<file path="src/rtl/pg_pkg.sv">
package pg_pkg;

    typedef enum logic [2:0] {
        RS_START_DLY = 3'd0,
        RS_SOFT      = 3'd1,
        RS_RAMP_UP   = 3'd2,
        RS_REGULATE  = 3'd3,
        RS_RETARGET  = 3'd4,
        RS_SHUT_DLY  = 3'd5,
        RS_RAMP_DOWN = 3'd6,
        RS_FAULT_OFF = 3'd7
    } rail_state_e;

    typedef enum logic [1:0] {
        MON_NONE = 2'd0,
        MON_VOLT = 2'd1,
        MON_VI_A = 2'd2,
        MON_VI_B = 2'd3
    } mon_sel_e;

endpackage

</file>
<file path="src/rtl/pg_rail_qual.sv">
module pg_rail_qual
    import pg_pkg::*;
(
    input  logic       en,
    input  logic [2:0] state,
    input  logic [1:0] sel,
    input  logic       uv,
    input  logic       ov,
    input  logic       ilim,
    input  logic       irq,
    input  logic       win,
    output logic       good
);
    rail_state_e st;
    mon_sel_e    mode;
    logic        volt_ok;
    logic        cur_ok;

    assign st   = rail_state_e'(state);
    assign mode = mon_sel_e'(sel);

    always_comb begin
        volt_ok = !uv && !(win && ov);
        cur_ok  = (mode == MON_VOLT) || !ilim;
        if (mode == MON_NONE) begin
            good = 1'b1;
        end else if (st == RS_FAULT_OFF && irq) begin
            good = 1'b0;
        end else if (!en) begin
            good = 1'b1;
        end else begin
            unique case (st)
                RS_REGULATE:  good = volt_ok && cur_ok;
                RS_SHUT_DLY,
                RS_RAMP_DOWN,
                RS_FAULT_OFF: good = 1'b1;
                default:      good = 1'b0;
            endcase
        end
    end
endmodule

</file>
<file path="src/rtl/pg_debounce.sv">
module pg_debounce #(
    parameter int FALL_CYC   = 14,
    parameter int RISE_SHORT = 4,
    parameter int RISE_LONG  = 40
) (
    input  logic clk,
    input  logic rst_n,
    input  logic raw,
    input  logic long_sel,
    output logic filt
);
    localparam int MAX_LIM = (FALL_CYC > RISE_LONG) ?
                             ((FALL_CYC > RISE_SHORT) ? FALL_CYC : RISE_SHORT) :
                             ((RISE_LONG > RISE_SHORT) ? RISE_LONG : RISE_SHORT);
    localparam int CW = $clog2(MAX_LIM + 1);
    localparam logic [CW:0] LIM_FALL  = (CW+1)'(FALL_CYC);
    localparam logic [CW:0] LIM_SHORT = (CW+1)'(RISE_SHORT);
    localparam logic [CW:0] LIM_LONG  = (CW+1)'(RISE_LONG);

    typedef struct packed {
        logic          filt;
        logic [CW-1:0] cnt;
    } dbc_t;

    dbc_t        q, d;
    logic [CW:0] nxt;
    logic [CW:0] lim;

    always_comb begin
        d   = q;
        nxt = {1'b0, q.cnt} + {{CW{1'b0}}, 1'b1};
        lim = raw ? (long_sel ? LIM_LONG : LIM_SHORT) : LIM_FALL;
        if (raw == q.filt) begin
            d.cnt = '0;
        end else if (nxt >= lim) begin
            d.filt = raw;
            d.cnt  = '0;
        end else begin
            d.cnt = nxt[CW-1:0];
        end
    end

    always_ff @(posedge clk or negedge rst_n) begin
        if (!rst_n) begin
            q.filt <= 1'b1;
            q.cnt  <= '0;
        end else begin
            q <= d;
        end
    end

    assign filt = q.filt;
endmodule

</file>
<file path="src/rtl/pg_drive.sv">
module pg_drive (
    input  logic active,
    input  logic pol,
    input  logic od,
    output logic pin,
    output logic oe
);
    logic level;

    always_comb begin
        level = pol ? active : !active;
        if (od) begin
            pin = 1'b0;
            oe  = !level;
        end else begin
            pin = level;
            oe  = 1'b1;
        end
    end
endmodule

</file>
<file path="src/rtl/pg_aggregator.sv">
module pg_aggregator #(
    parameter int N_RAIL     = 4,
    parameter int FALL_CYC   = 14,
    parameter int RISE_SHORT = 4,
    parameter int RISE_LONG  = 40
) (
    input  logic                   clk,
    input  logic                   rst_n,
    input  logic [N_RAIL-1:0]      rail_en,
    input  logic [N_RAIL-1:0][2:0] rail_state,
    input  logic [N_RAIL-1:0][1:0] mon_sel,
    input  logic [N_RAIL-1:0]      uv_flag,
    input  logic [N_RAIL-1:0]      ov_flag,
    input  logic [N_RAIL-1:0]      ilim_flag,
    input  logic [N_RAIL-1:0]      irq_pend,
    input  logic                   cfg_window,
    input  logic                   cfg_pol,
    input  logic                   cfg_od,
    input  logic                   cfg_long_dly,
    input  logic                   cfg_sticky,
    input  logic                   flt_rd,
    output logic [N_RAIL-1:0]      flt_bits,
    output logic                   pg_pin,
    output logic                   pg_oe
);
    typedef struct packed {
        logic [N_RAIL-1:0] flt;
    } agg_t;

    logic [N_RAIL-1:0] raw_good;
    logic [N_RAIL-1:0] filt_good;
    agg_t              q, d;
    logic              active;

    for (genvar i = 0; i < N_RAIL; i++) begin : g_rail
        pg_rail_qual u_qual (
            .en    (rail_en[i]),
            .state (rail_state[i]),
            .sel   (mon_sel[i]),
            .uv    (uv_flag[i]),
            .ov    (ov_flag[i]),
            .ilim  (ilim_flag[i]),
            .irq   (irq_pend[i]),
            .win   (cfg_window),
            .good  (raw_good[i])
        );
        pg_debounce #(
            .FALL_CYC   (FALL_CYC),
            .RISE_SHORT (RISE_SHORT),
            .RISE_LONG  (RISE_LONG)
        ) u_dbc (
            .clk      (clk),
            .rst_n    (rst_n),
            .raw      (raw_good[i]),
            .long_sel (cfg_long_dly),
            .filt     (filt_good[i])
        );
    end

    always_comb begin
        d = q;
        if (flt_rd) begin
            d.flt = ~filt_good;
        end else begin
            d.flt = q.flt | ~filt_good;
        end
        active = (&filt_good) && !(cfg_sticky && (|q.flt));
    end

    always_ff @(posedge clk or negedge rst_n) begin
        if (!rst_n) begin
            q.flt <= '0;
        end else begin
            q <= d;
        end
    end

    pg_drive u_drive (
        .active (active),
        .pol    (cfg_pol),
        .od     (cfg_od),
        .pin    (pg_pin),
        .oe     (pg_oe)
    );

    assign flt_bits = q.flt;
endmodule

</file>
<file path="config.mk">
export PLATFORM = sky130hd
export DESIGN_NAME = pg_aggregator
export DESIGN_NICKNAME = d
export VERILOG_FILES = /design/src/rtl/pg_pkg.sv /design/src/rtl/pg_rail_qual.sv /design/src/rtl/pg_debounce.sv /design/src/rtl/pg_drive.sv /design/src/rtl/pg_aggregator.sv
export SDC_FILE = /design/constraint.sdc
export NUM_CORES = 1
export LEC_CHECK = 0
export BUFFER_PORTS_ARGS = -buffer_cell sky130_fd_sc_hd__clkbuf_2
export CORE_ASPECT_RATIO = 1.25
export CORE_UTILIZATION = 49
export CTS_CLUSTER_DIAMETER = 40
export CTS_CLUSTER_SIZE = 25
export DETAILED_ROUTE_END_ITERATION = 7
export PLACE_DENSITY = 0.82
export SLEW_MARGIN = 10
export SYNTH_ARGS = -nofsm -noshare
export SYNTH_HDL_FRONTEND = slang
export SYNTH_HIERARCHICAL = 1
export SYNTH_SLANG_ARGS = --single-unit
</file>
<file path="constraint.sdc">
create_clock -name clk -period 1.8 [get_ports clk]
set_input_delay 0.09 -clock clk [delete_from_list [all_inputs] [get_ports clk]]
set_output_delay 0.09 -clock clk [all_outputs]
set_load 0.01 [all_outputs]
</file>
After elaboration in Yosys (flattened, before gate mapping):

Cells that the tools add are included.

* output and inout bits: 6
* register bits: 32
* word-level logic and storage cells: 131

* bitwise gates (word level): 6
* $add $sub $neg: 4
* multiplexer cells: 33
* reductions and logical operators: 51
* eq/ne operators: 24
* $lt $le $gt $ge: 4

Operators with widths (number)
* two-way mux 6 bit: 10
* == test 3 bit, second input constant: 12
* adder 6 x 1 -> 7 bit, second input constant: 4
* >= comparator 7 bit: 4
* two-way mux 7 bit: 3
* logical AND 1 bit: 18
* zero test 1 bit: 15
* two-way mux 1 bit: 15
* == test 3 x 2 -> 1 bit, second input constant: 4
* OR reduction 3 bit: 4
* == test 2 x 1 -> 1 bit, second input constant: 4
* zero test 2 bit: 4
* one-hot mux 1 bit (2 select lines): 4
* AND reduction 2 bit: 4
* == test 1 bit: 4
* logical OR 1 bit: 4
* two-way mux 4 bit: 1
* inverter 1 bit: 4
* inverter 4 bit: 1
* bitwise OR 4 bit: 1
* AND reduction 4 bit: 1
* OR reduction 4 bit: 1

Longest topological paths before layout:

Gate-level depths: netlist of the first run.

* word-level depth: 12
* depth in mapped cells: 10
* mapped depth without buffers: 10

By module:

The synthesis of the first run kept the hierarchy.

By module, submodules not included
* pg_debounce: seq. area each 176.4 um2, instances 4, cells an instance 43, area an instance 464.2 um2
* pg_rail_qual: seq. area each 0.0 um2, instances 4, cells an instance 7, area an instance 55.1 um2
* pg_aggregator: seq. area each 100.1 um2, instances 1, cells an instance 15, area an instance 153.9 um2
* pg_drive: seq. area each 0.0 um2, instances 1, cells an instance 3, area an instance 18.8 um2

Least setup slack after synthesis of the first run:

OpenSTA, ideal clock, no wires.

* path type: input -> register
* from: in uv_flag[0]
* to: reg, netlist name g_rail[0].u_dbc/filt
* setup time: 82 ps
* stages on the path: 10
* setup slack: -75 ps
* arrival: 1793 ps
* data required time: 1718 ps
* cells stage by stage: nand4bb_1 -> a221o_1 -> o211ai_2 -> and2_1 -> inv_1 -> ha_1 -> inv_1 -> a211o_2 -> o211ai_2 -> mux2_4

* longest elaborated chain between the ends: 10
* elaborated cells on any way between the ends: 12

Ends and longest elaborated chain
* from (decl): line pg_aggregator.sv:12 `input logic [N_RAIL-1:0] uv_flag,`
* zero test 1 bit *: line pg_rail_qual.sv:23 `volt_ok = !uv && !(win && ov);`
* logical AND 1 bit *: line pg_rail_qual.sv:23
* logical AND 1 bit *: line pg_rail_qual.sv:33 `RS_REGULATE: good = volt_ok && cur_ok;`
* one-hot mux 1 bit (2 select lines) *: line pg_rail_qual.sv:32 `unique case (st)`
* two-way mux 1 bit *: line pg_rail_qual.sv:29 `end else if (!en) begin`
* two-way mux 1 bit *: line pg_rail_qual.sv:27 `end else if (st == RS_FAULT_OFF && irq) begin`
* two-way mux 1 bit *: line pg_rail_qual.sv:25 `if (mode == MON_NONE) begin`
* net raw_good[0]: line pg_aggregator.sv:30 `logic [N_RAIL-1:0] raw_good;`
* two-way mux 7 bit or == test 1 bit (tied branches): line pg_debounce.sv:32, pg_debounce.sv:33
* >= comparator 7 bit or inverter 1 bit (tied branches)
* AND reduction 2 bit (no source line)

The timed path passes the listed nets; every way through them passes the cells marked *.
A chain may end at the register's enable or synchronous reset.

Final worst setup path of the first run:

* from: reg g_rail[3].u_dbc/q[0] in the netlist's numbering
* to: reg, netlist name g_rail[3].u_dbc/filt

* longest elaborated chain between the ends: 3

Ends and longest elaborated chain
* from (decl): line pg_debounce.sv:25 `dbc_t q, d;`
* adder 6 x 1 -> 7 bit: line pg_debounce.sv:31 `nxt = {1'b0, q.cnt} + {{CW{1'b0}}, 1'b1};`
* >= comparator 7 bit: line pg_debounce.sv:35 `end else if (nxt >= lim) begin`
* AND reduction 2 bit (no source line)

Every way passes these cells.

==> results.txt, run 1 <==
RR Endpoint: g_rail[3].u_dbc/filt$_DFFE_PN1P_
unrepaired setup endpoints after global routing: true
routability congestion estimate: 0.853
failing checks: setup timing
commonest cells in the netlist: dfrtp_1, ha_1, inv_1
wire length per cell: 15.3 µm
number of fill cells: 298
final non-filler cell total: 376
Via-to-Cell Ratio: 5.52
number of diodes: 0
Hold Vio Cnt, Final: 0
input/output buffers: 53
first-pass GRT wire length: 8830 µm
Die ar.: 4870 µm²
worst r2r src: g_rail[3].u_dbc/q[0]$_DFF_PN0_
CTS Buf Count: 5
ranking of synthesized cells by area: dfrtp_1, ha_1, xnor2_1
Clock Skew: 0.00874 ns
clk_lat worst skew: 0.29 ns
post-route antenna net violation count: 0
# IOs: 54
most frequent cell after synthesis: dfrtp_1
die width: 62.6 µm
Post-synth top flop: dfrtp_1
starting density of the core: 0.512
DRC violations left: 0
worst hold slack: 0.0360 ns
period utilization: 1.12
CP required: 2.02 ns
capture point of the worst path: g_rail[3].u_dbc/filt$_DFFE_PN1P_
initial antenna violation count: 0
Final Total Pwr: 3.27 mW
reg2reg path depth: 8
Max VDD drop: 0.000467 V
post-synthesis register bit count: 32
nets@finish: 385
routed via count: 2077
FMAX: 497 MHz
Worst Setup Path Type: register to register
post-route setup slack: -0.211 ns
yosys warns: 6
vias in the first global route: 2108
row cnt: 27
gr usage total: 0.233
Final min period: 2.01 ns
Synth Instances: 218
EDFF count, synth: 0
CTS tree: done
CP Data Arrival Time: 2.23 ns
Slew Limit Fails: 0
worst hold path type: primary input to register
overall routed net length: 5740 µm
core area: 4390 µm²
mapped cell area: 2250 µm²
cell leakage power: 1.62 nW
clock buffer depth: 2
CTS clk-pin slew, worst paths: 0.07 ns
DRT iter0 DRCs: 69
Reg area: 808 µm²
dpl ws: -0.302 ns
crit end category: register
layout cells sized above 1: 0.525
total gr overflow: 0
syn nets: 286
Startpoint Class: register
clock sinks: 32
worst-margin pin slew: 0.816 ns
Root Buffer: clkbuf_8
H-Tree Depth: 2
Max Cap Viol: 0
Die Span Y: 77.8 µm
Max-slew headroom: 0.456
dpl cells: 358
status: complete, but fails checks
asr flop ratio synth: 1.00
R2R setup slack: -0.21 ns
largest net degree at the start of global routing: 33
Critical Path Source: g_rail[3].u_dbc/q[0]$_DFF_PN0_
sequential fraction of the synthesis area: 0.358
Synth Area per Inst: 10.3 µm²
Final TNS setup: -2.91 ns
Yosys top cell area share: 0.311
Pwr per Cell Area: 1000 nW/µm²
DP Wirelength: 3730 µm
post-synth top area cell: dfrtp_1
Distinct cells, synth: 27
P&R area growth vs syn: 44.6%
TritonRoute pass-1 iters: 5
crit path max fanout: 4
Final setup viols: 30
area of the multi-input gates: 1630 µm²
==> flip-flops by register name (all words and copies together) (netlist names) <==
| register | flops |
|---|---|
| g_rail.u_dbc/q | 24 |
| flt_bits | 4 |
| g_rail.u_dbc/filt | 4 |
==> layer usage <==
metal  routed length [µm]  GRT usage  vias to the layer above
li1                     -          -                      988
met1                 2230      0.243                      995
met2                 3130      0.455                       80
met3                  248     0.0338                       14
met4                  135     0.0953                        0
met5                    0          0                        -
==> kinds of logic after synthesis <==
kind of cell,Yosys count,synth area share
and+or+nand+nor,72,0.182
AOI/OAI and AO/OA,49,0.207
DFF,32,0.358
xor gates and xnor gates,21,0.0818
buffers and inverters,20,0.0334
adders and majority gates,20,0.111
muxes,4,0.0267
==> critical path: stages (launching register included) <==
cell and delay, ns:
dfrtp_1 0.40, and3_4 0.21, nand3_4 0.09, xnor2_2 0.16
ha_1 0.32, inv_1 0.05, a211o_2 0.31, o211ai_2 0.09
mux2_4 0.31
==> report_power, final <==
part           internal, mW  switching (mW)  leakage [nW]
Combinational         0.768           0.710          1.15
Clock                 0.409           0.279        0.0541
Sequential            0.921           0.179         0.416
Total                  2.10            1.17          1.62
==> worst min-delay path by stage <==
| stage | from | end | slack, ns | cells past startpoint |
|---|---|---|---|---|
| after floorplan | rst_n | flt_bits[0]$_DFF_PN0_ | -0.21 | 0 |
| after global placement | rst_n | g_rail[0].u_dbc/q[4]$_DFF_PN0_ | 0.22 | 1 |
| after detailed placement | rst_n | g_rail[0].u_dbc/q[3]$_DFF_PN0_ | 0.21 | 1 |
| after CTS | flt_rd | flt_bits[0]$_DFF_PN0_ | 0.03 | 2 |
| after global routing | flt_rd | flt_bits[0]$_DFF_PN0_ | 0.05 | 2 |
| final | flt_rd | flt_bits[0]$_DFF_PN0_ | 0.04 | 2 |
==> stage by stage <==
stage / util / instance area, µm²
2_1_floorplan: - / 2250
5_1_grt: 0.741 / 3250
6_report: 0.741 / 3250
3_3_place_gp: 0.639 / 2810
3_5_place_dp: 0.639 / 2810
4_1_cts: 0.697 / 3060
==> cell usage in the layout, fill, tap and decap left out, types with 5 or more instances in the layout <==
cell type  count
nor2b_1       17
ha_1          17
xor2_1         8
nor2_1        16
dfrtp_1       26
xnor2_1        6
and3_4         7
o21ai_0        8
inv_1         18
buf_4         38
xnor2_2        7
nand2_1       10
clkbuf_2      52
clkbuf_8       5
o211ai_2       8
==> final cells by class <==
| cell class | instances | share of cell area |
|---|---|---|
| Tap cell | 58 | 0.0223 |
| Inverter | 20 | 0.0231 |
| Clock inverter | 3 | 0.0131 |
| Timing Repair Buffer | 92 | 0.172 |
| Clock buffer | 5 | 0.0212 |
| Sequential cell | 32 | 0.248 |
| Multi-Input combinational cell | 166 | 0.500 |
==> timing repair <==
| action | in CTS | in global routing |
|---|---|---|
| endpoints found under the setup margin | 30 | 30 |
| gates resized for setup | 18 | 29 |
| hold buffers | 1 | 0 |
| pin swaps | 10 | 17 |
| endpoints found under the hold margin | 28 | 0 |
| setup buffers | 3 | 6 |
(Power assumes the default switching activity.)
==> inputs of run 2 (changes only) <==
Settings changed: RECOVER_POWER from default to 50.
==> run 2 against run 1 <==
The run still ends with setup timing left; first-iteration DRC count fell by 7.2%; sequential power barely moved; global-route usage did not move; largest cell class unchanged; highest routed layer unchanged.
==> results.txt, run 2 (same netlist as run 1, synthesis figures left out) <==
Final setup viols: 30 (unchanged)
Slew Limit Fails: 0 (unchanged)
post-route setup slack: -0.206 ns (+0.00483 ns)
most common cell after layout, fill and taps aside: clkbuf_2
largest net degree at the start of global routing: 33 (unchanged)
H-Tree Depth: 2 (unchanged)
reg2reg path depth: 8 (unchanged)
DRC violations left: 0 (unchanged)
vias in the first global route: 2108 (unchanged)
Max VDD drop: 0.000467 V (+0.18%)
failing checks: setup timing
Max-slew headroom: 0.452 (-0.00457)
status: complete, but fails checks
crit-path cells: and3_4, nand3_4, xnor2_2, ha_1, inv_1, a211o_2, o211ai_2, mux2_4
RR Endpoint: g_rail[3].u_dbc/filt$_DFFE_PN1P_
core area: 4390 µm² (unchanged)
first-pass GRT wire length: 8830 µm (unchanged)
wire length per cell: 15.3 µm (about the same)
Final min period: 2.01 ns (-0.00483 ns)
Worst Hold Launch: flt_rd
Most flops, register: g_rail.u_dbc/q
Clock Skew: 0.00893 ns (+0.000185 ns)
layout cells sized above 1: 0.509 (-0.0157)
post-placement cell area: 2810 µm² (unchanged)
CTS tree: done
total gr overflow: 0 (unchanged)
crit path max fanout: 4 (unchanged)
WHS Endpoint: flt_bits[0]$_DFF_PN0_
number of fill cells: 301 (+1.0%)
Die Span Y: 77.8 µm (unchanged)
FMAX: 498 MHz (+0.24%)
Hold Vio Cnt, Final: 0 (unchanged)
cell area after layout: 3250 µm² (-0.12%)
starting density of the core: 0.512 (unchanged)
P&R area growth vs syn: 44.4%
TritonRoute pass-1 iters: 4 (-1)
Crit-path slowest cell: dfrtp_1
Max Cap Viol: 0 (unchanged)
R2R setup slack: -0.21 ns (about the same)
routed via count: 2072 (-0.24%)
die width: 62.6 µm (unchanged)
most frequent cells in the layout: clkbuf_2, buf_4, dfrtp_1, inv_1
dpl ws: -0.302 ns (unchanged)
period utilization: 1.11 (-0.00269)
post-route antenna net violation count: 0 (unchanged)
Root Buffer: clkbuf_8
CP required: 2.02 ns (about the same)
CTS Buf Count: 5 (unchanged)
input/output buffers: 53 (unchanged)
Via-to-Cell Ratio: 5.51 (-0.24%)
DP Wirelength: 3730 µm (unchanged)
unrepaired setup endpoints after global routing: true
nets@finish: 385 (unchanged)
Hold Path Stages: 2 (unchanged)
row cnt: 27 (unchanged)
cell leakage power: 1.60 nW (-0.70%)
Pwr per Cell Area: 1000 nW/µm² (-0.35%)
clock buffer depth: 2 (unchanged)
number of diodes: 0 (unchanged)
routability congestion estimate: 0.853 (unchanged)
worst-margin pin slew: 0.823 ns (+0.00686 ns)
Startpoint Class: register
Die ar.: 4870 µm² (unchanged)
worst r2r src: g_rail[3].u_dbc/q[0]$_DFF_PN0_
Worst Setup Path Type: register to register
crit end category: register
clock sinks: 32 (unchanged)
number of flip-flops in the largest register: 24 (unchanged)
overall routed net length: 5750 µm (about the same)
Bufs and invs on worst path: 1 (unchanged)
crit-path leading delay family: flip-flops
initial antenna violation count: 0 (unchanged)
# IOs: 54 (unchanged)
CTS clk-pin slew, worst paths: 0.07 ns (about the same)
CP peak stage delay: 0.40 ns (about the same)
gr usage total: 0.233 (unchanged)
worst hold path type: primary input to register
clk_lat worst skew: 0.29 ns (about the same)
CP Data Arrival Time: 2.23 ns (about the same)
DRT iter0 DRCs: 64 (-7.2%)
## run 2: cell types whose count changed in the layout (fill, tap and decap cells not counted), sizes merged
| cell | previous run | this run |
|---|---|---|
| buf | 39 | 38 |
| clkbuf | 57 | 58 |
## run 2: worst max-delay path by stage
stage | from | end | slack (ns) | cells past startpoint
after floorplan | uv_flag[0] | g_rail[0].u_dbc/filt$_DFFE_PN1P_ | -0.07 | 10
after global placement | rail_state[2] | g_rail[0].u_dbc/filt$_DFFE_PN1P_ | -0.26 | 11
after detailed placement | uv_flag[3] | g_rail[3].u_dbc/q[5]$_DFF_PN0_ | -0.30 | 10
after CTS | g_rail[0].u_dbc/q[0]$_DFF_PN0_ | g_rail[0].u_dbc/filt$_DFFE_PN1P_ | -0.14 | 8
after global routing | g_rail[3].u_dbc/q[0]$_DFF_PN0_ | g_rail[3].u_dbc/filt$_DFFE_PN1P_ | -0.27 | 8
final | g_rail[3].u_dbc/q[0]$_DFF_PN0_ | g_rail[3].u_dbc/filt$_DFFE_PN1P_ | -0.21 | 8
## run 2: area by class of cell
type | instances | area (µm²) | share of cell area
Clock buffer | 5 | 68.8 | 0.0212
Clock inverter | 3 | 42.5 | 0.0131
Inverter | 20 | 75.1 | 0.0231
Multi-Input combinational cell | 166 | 1630 | 0.500
Sequential cell | 32 | 808 | 0.249
Tap cell | 58 | 72.6 | 0.0223
Timing Repair Buffer | 92 | 557 | 0.171
## run 2: report_power, final
part	internal, mW	leakage (nW)	switching, mW
Sequential	0.915	0.414	0.179
Clock	0.409	0.0541	0.279
Combinational	0.759	1.14	0.711
Total	2.08	1.60	1.17
## run 2: layer usage
layer  up-vias  wire, µm  track usage
met5         -         0            0
met4         0       136       0.0953
met3        13       300       0.0338
met2        85      3120        0.455
met1       989      2190        0.243
li1        985         -            -
## run 2: timing repair
item                                   CTS  global route
pin swaps                               10            17
setup endpoints to repair               30            30
hold buffers                             1             0
endpoints found under the hold margin   28             0
buffers inserted                         3             6
gates resized for setup                 18            29
## run 2: per-stage QoR
| stage | power (mW) | setup TNS [ns] | utilization | hold WS, ns | instances |
|---|---|---|---|---|---|
| after floorplan | 1.72 | -0.298 | - | -0.206 | 218 |
| after global placement | 2.15 | -5.38 | 0.639 | 0.217 | 358 |
| after detailed placement | 2.19 | -6.82 | 0.639 | 0.214 | 358 |
| after CTS | 3.08 | -1.20 | 0.697 | 0.0304 | 370 |
| after global routing | 3.46 | -5.04 | 0.740 | 0.0455 | 376 |
| final | 3.25 | -2.96 | 0.740 | 0.0360 | 376 |
## run 2: worst reg2reg max path, cell delays in order (launching register included)
cell and delay, ns:
dfrtp_1 0.40, and3_4 0.21, nand3_4 0.09, xnor2_2 0.16, ha_1 0.32, inv_1 0.05, a211o_2 0.31, o211ai_2 0.09
mux2_4 0.31
==> inputs of run 3 (changes only) <==
Clock period 1.8 ns to 1.65 ns, I/O delays scaled along.
==> run 3 against run 2 <==
The flow still finishes with violations (setup timing); first-iteration DRC count decreased by 4.7%; register-to-register slack got worse by 0.10 ns; combinational power increased by 9%; highest routed layer unchanged; critical path type unchanged; clock-buffer cell count increased by 2; hold slack got worse by 0.023 ns.
==> results.txt, run 3 (same netlist as run 1, synthesis figures left out) <==
initial antenna violation count: 0 (unchanged)
Critical Path Source: g_rail[1].u_dbc/q[0]$_DFF_PN0_
post-placement cell area: 2850 µm² (+1.6%)
Slew Limit Fails: 0 (unchanged)
input/output buffers: 53 (unchanged)
CTS clk-pin slew, worst paths: 0.07 ns (about the same)
DRC violations left: 0 (unchanged)
worst-margin pin slew: 0.812 ns (-0.0109 ns)
crit path max fanout: 4 (unchanged)
period utilization: 1.19 (+0.0722)
Gate power share: 0.440 (-0.012)
area of the multi-input gates: 1610 µm² (-1.1%)
Most flops, register: g_rail.u_dbc/q
post-route setup slack: -0.308 ns (-0.102 ns)
overall routed net length: 5660 µm (-1.5%)
failing checks: setup timing
status: complete, but fails checks
H-Tree Depth: 2 (unchanged)
Startpoint Class: register
first-pass GRT wire length: 9220 µm (+4.4%)
sequential share of power: 0.328 (-0.008)
CP required: 1.88 ns (-0.14 ns)
# IOs: 54 (unchanged)
Crit-path slowest cell: dfrtp_1
Worst Setup Path Type: register to register
crit-path cells: and3_1, nand3_2, xnor2_2, ha_1, inv_1, a211o_2, o211ai_2, mux2_4
clock buffer depth: 2 (unchanged)
unrepaired setup endpoints after global routing: true
nets@finish: 390 (+1.3%)
Final setup viols: 30 (unchanged)
CTS tree: done
Clock Skew: 0.00545 ns (-0.00348 ns)
most frequent cells in the layout: clkbuf_2, buf_4, dfrtp_1, inv_1
cell area after layout: 3290 µm² (+1.2%)
Reg area: 807 µm² (-0.15%)
Pwr per Cell Area: 1100 nW/µm² (+10%)
gr usage total: 0.244 (+0.0109)
clock sinks: 32 (unchanged)
layout cells sized above 1: 0.514 (+0.00450)
DP Wirelength: 4030 µm (+8.0%)
Hold Vio Cnt, Final: 0 (unchanged)
Die ar.: 4870 µm² (unchanged)
routability congestion estimate: 0.856 (+0.34%)
Die Span Y: 77.8 µm (unchanged)
routed via count: 2075 (+0.14%)
core area: 4390 µm² (unchanged)
Max-slew headroom: 0.459 (+0.00726)
most common cell after layout, fill and taps aside: clkbuf_2
die width: 62.6 µm (unchanged)
post-route antenna net violation count: 0 (unchanged)
P_int: 2.37 mW (+14%)
Max Cap Viol: 0 (unchanged)
Worst Hold Launch: flt_rd
P&R area growth vs syn: 46.2%
worst r2r src: g_rail[1].u_dbc/q[0]$_DFF_PN0_
clock network fraction of design power: 0.233 (+0.021)
worst hold path type: primary input to register
starting density of the core: 0.512 (unchanged)
CP Data Arrival Time: 2.19 ns (-0.04 ns)
clk_lat worst skew: 0.30 ns (about the same)
Root Buffer: clkbuf_8
largest net degree at the start of global routing: 33 (unchanged)
NetSw: 1.26 mW (+7.4%)
FMAX: 511 MHz (+2.5%)
Sw Ratio: 0.346 (-0.0136)
DRT iter0 DRCs: 61 (-4.7%)
Final Total Pwr: 3.63 mW (+12%)
number of flip-flops in the largest register: 24 (unchanged)
cell leakage power: 1.65 nW (+3.2%)
total gr overflow: 0 (unchanged)
TritonRoute pass-1 iters: 4 (unchanged)
Via-to-Cell Ratio: 5.45 (-1.2%)
Max VDD drop: 0.000603 V (+29%)
Final min period: 1.96 ns (-0.0481 ns)
R2R setup slack: -0.31 ns (-0.10 ns)
vias in the first global route: 2160 (+2.5%)
wire length per cell: 14.9 µm (-2.8%)
number of diodes: 0 (unchanged)
number of fill cells: 297 (-1.3%)
row cnt: 27 (unchanged)
CTS Buf Count: 5 (unchanged)
CP peak stage delay: 0.38 ns (-0.02 ns)
crit end category: register
Finished Core Util: 0.749 (+0.00883)
run 3: metal layers:
metal,vias to the layer above,GRT usage,share of wire
met1,988,0.263,0.38
met5,-,0,0
met2,78,0.463,0.55
li1,999,-,-
met3,10,0.0412,0.051
met4,0,0.0977,0.018
run 3: final timing paths:
path,endpoint,depth (start not counted)
setup / recovery,g_rail[1].u_dbc/filt$_DFFE_PN1P_,8
hold / removal,flt_bits[3]$_DFF_PN0_,2
setup reg to reg,g_rail[1].u_dbc/filt$_DFFE_PN1P_,8
hold reg to reg,flt_bits[0]$_DFF_PN0_,1
max in group asynchronous,g_rail[0].u_dbc/q[2]$_DFF_PN0_,3
min in group asynchronous,g_rail[0].u_dbc/q[3]$_DFF_PN0_,3
run 3: worst max-delay path: cells and delay by family, from the launching register on:
kind,cells,cell delay (ns)
simple gates,2,0.28
compound gates,2,0.39
mux,1,0.31
fa+ha+maj,1,0.31
buf+inv,1,0.05
flops,1,0.38
xor+xnor,1,0.15
run 3: timing repair:
action / in CTS / in global routing
setup buffers: 6 / 2
endpoints found under the hold margin: 28 / 0
pin swaps: 16 / 13
gates resized for setup: 26 / 17
hold buffers: 1 / 0
setup endpoints to repair: 30 / 30
gates cloned: 0 / 0
run 3: final cells by class:
| type | count | share of cell area |
|---|---|---|
| Multi-Input combinational cell | 166 | 0.489 |
| Sequential cell | 32 | 0.245 |
| Timing Repair Buffer | 97 | 0.182 |
| Clock buffer | 7 | 0.0293 |
| Inverter | 20 | 0.0228 |
| Tap cell | 58 | 0.0221 |
| Clock inverter | 1 | 0.00913 |
run 3: stage by stage:
step / instances / hold slack (ns) / setup TNS [ns] / worst slack [ns]
after floorplan: 218 / -0.213 / -3.20 / -0.217
after global placement: 364 / 0.128 / -9.34 / -0.429
after detailed placement: 364 / 0.132 / -10.57 / -0.488
after CTS: 379 / 0.0184 / -4.81 / -0.274
after global routing: 381 / 0.0415 / -8.08 / -0.382
final: 381 / 0.0134 / -5.58 / -0.308
run 3: power by group through the flow:
stage | Clock [mW] | Sequential, mW | Combinational [mW]
floorplan | 0 | 1.18 | 0.691
global placement | 0 | 1.18 | 1.18
detailed placement | 0 | 1.18 | 1.23
CTS | 0.847 | 1.17 | 1.52
global route | 0.891 | 1.21 | 1.75
finish | 0.844 | 1.19 | 1.60
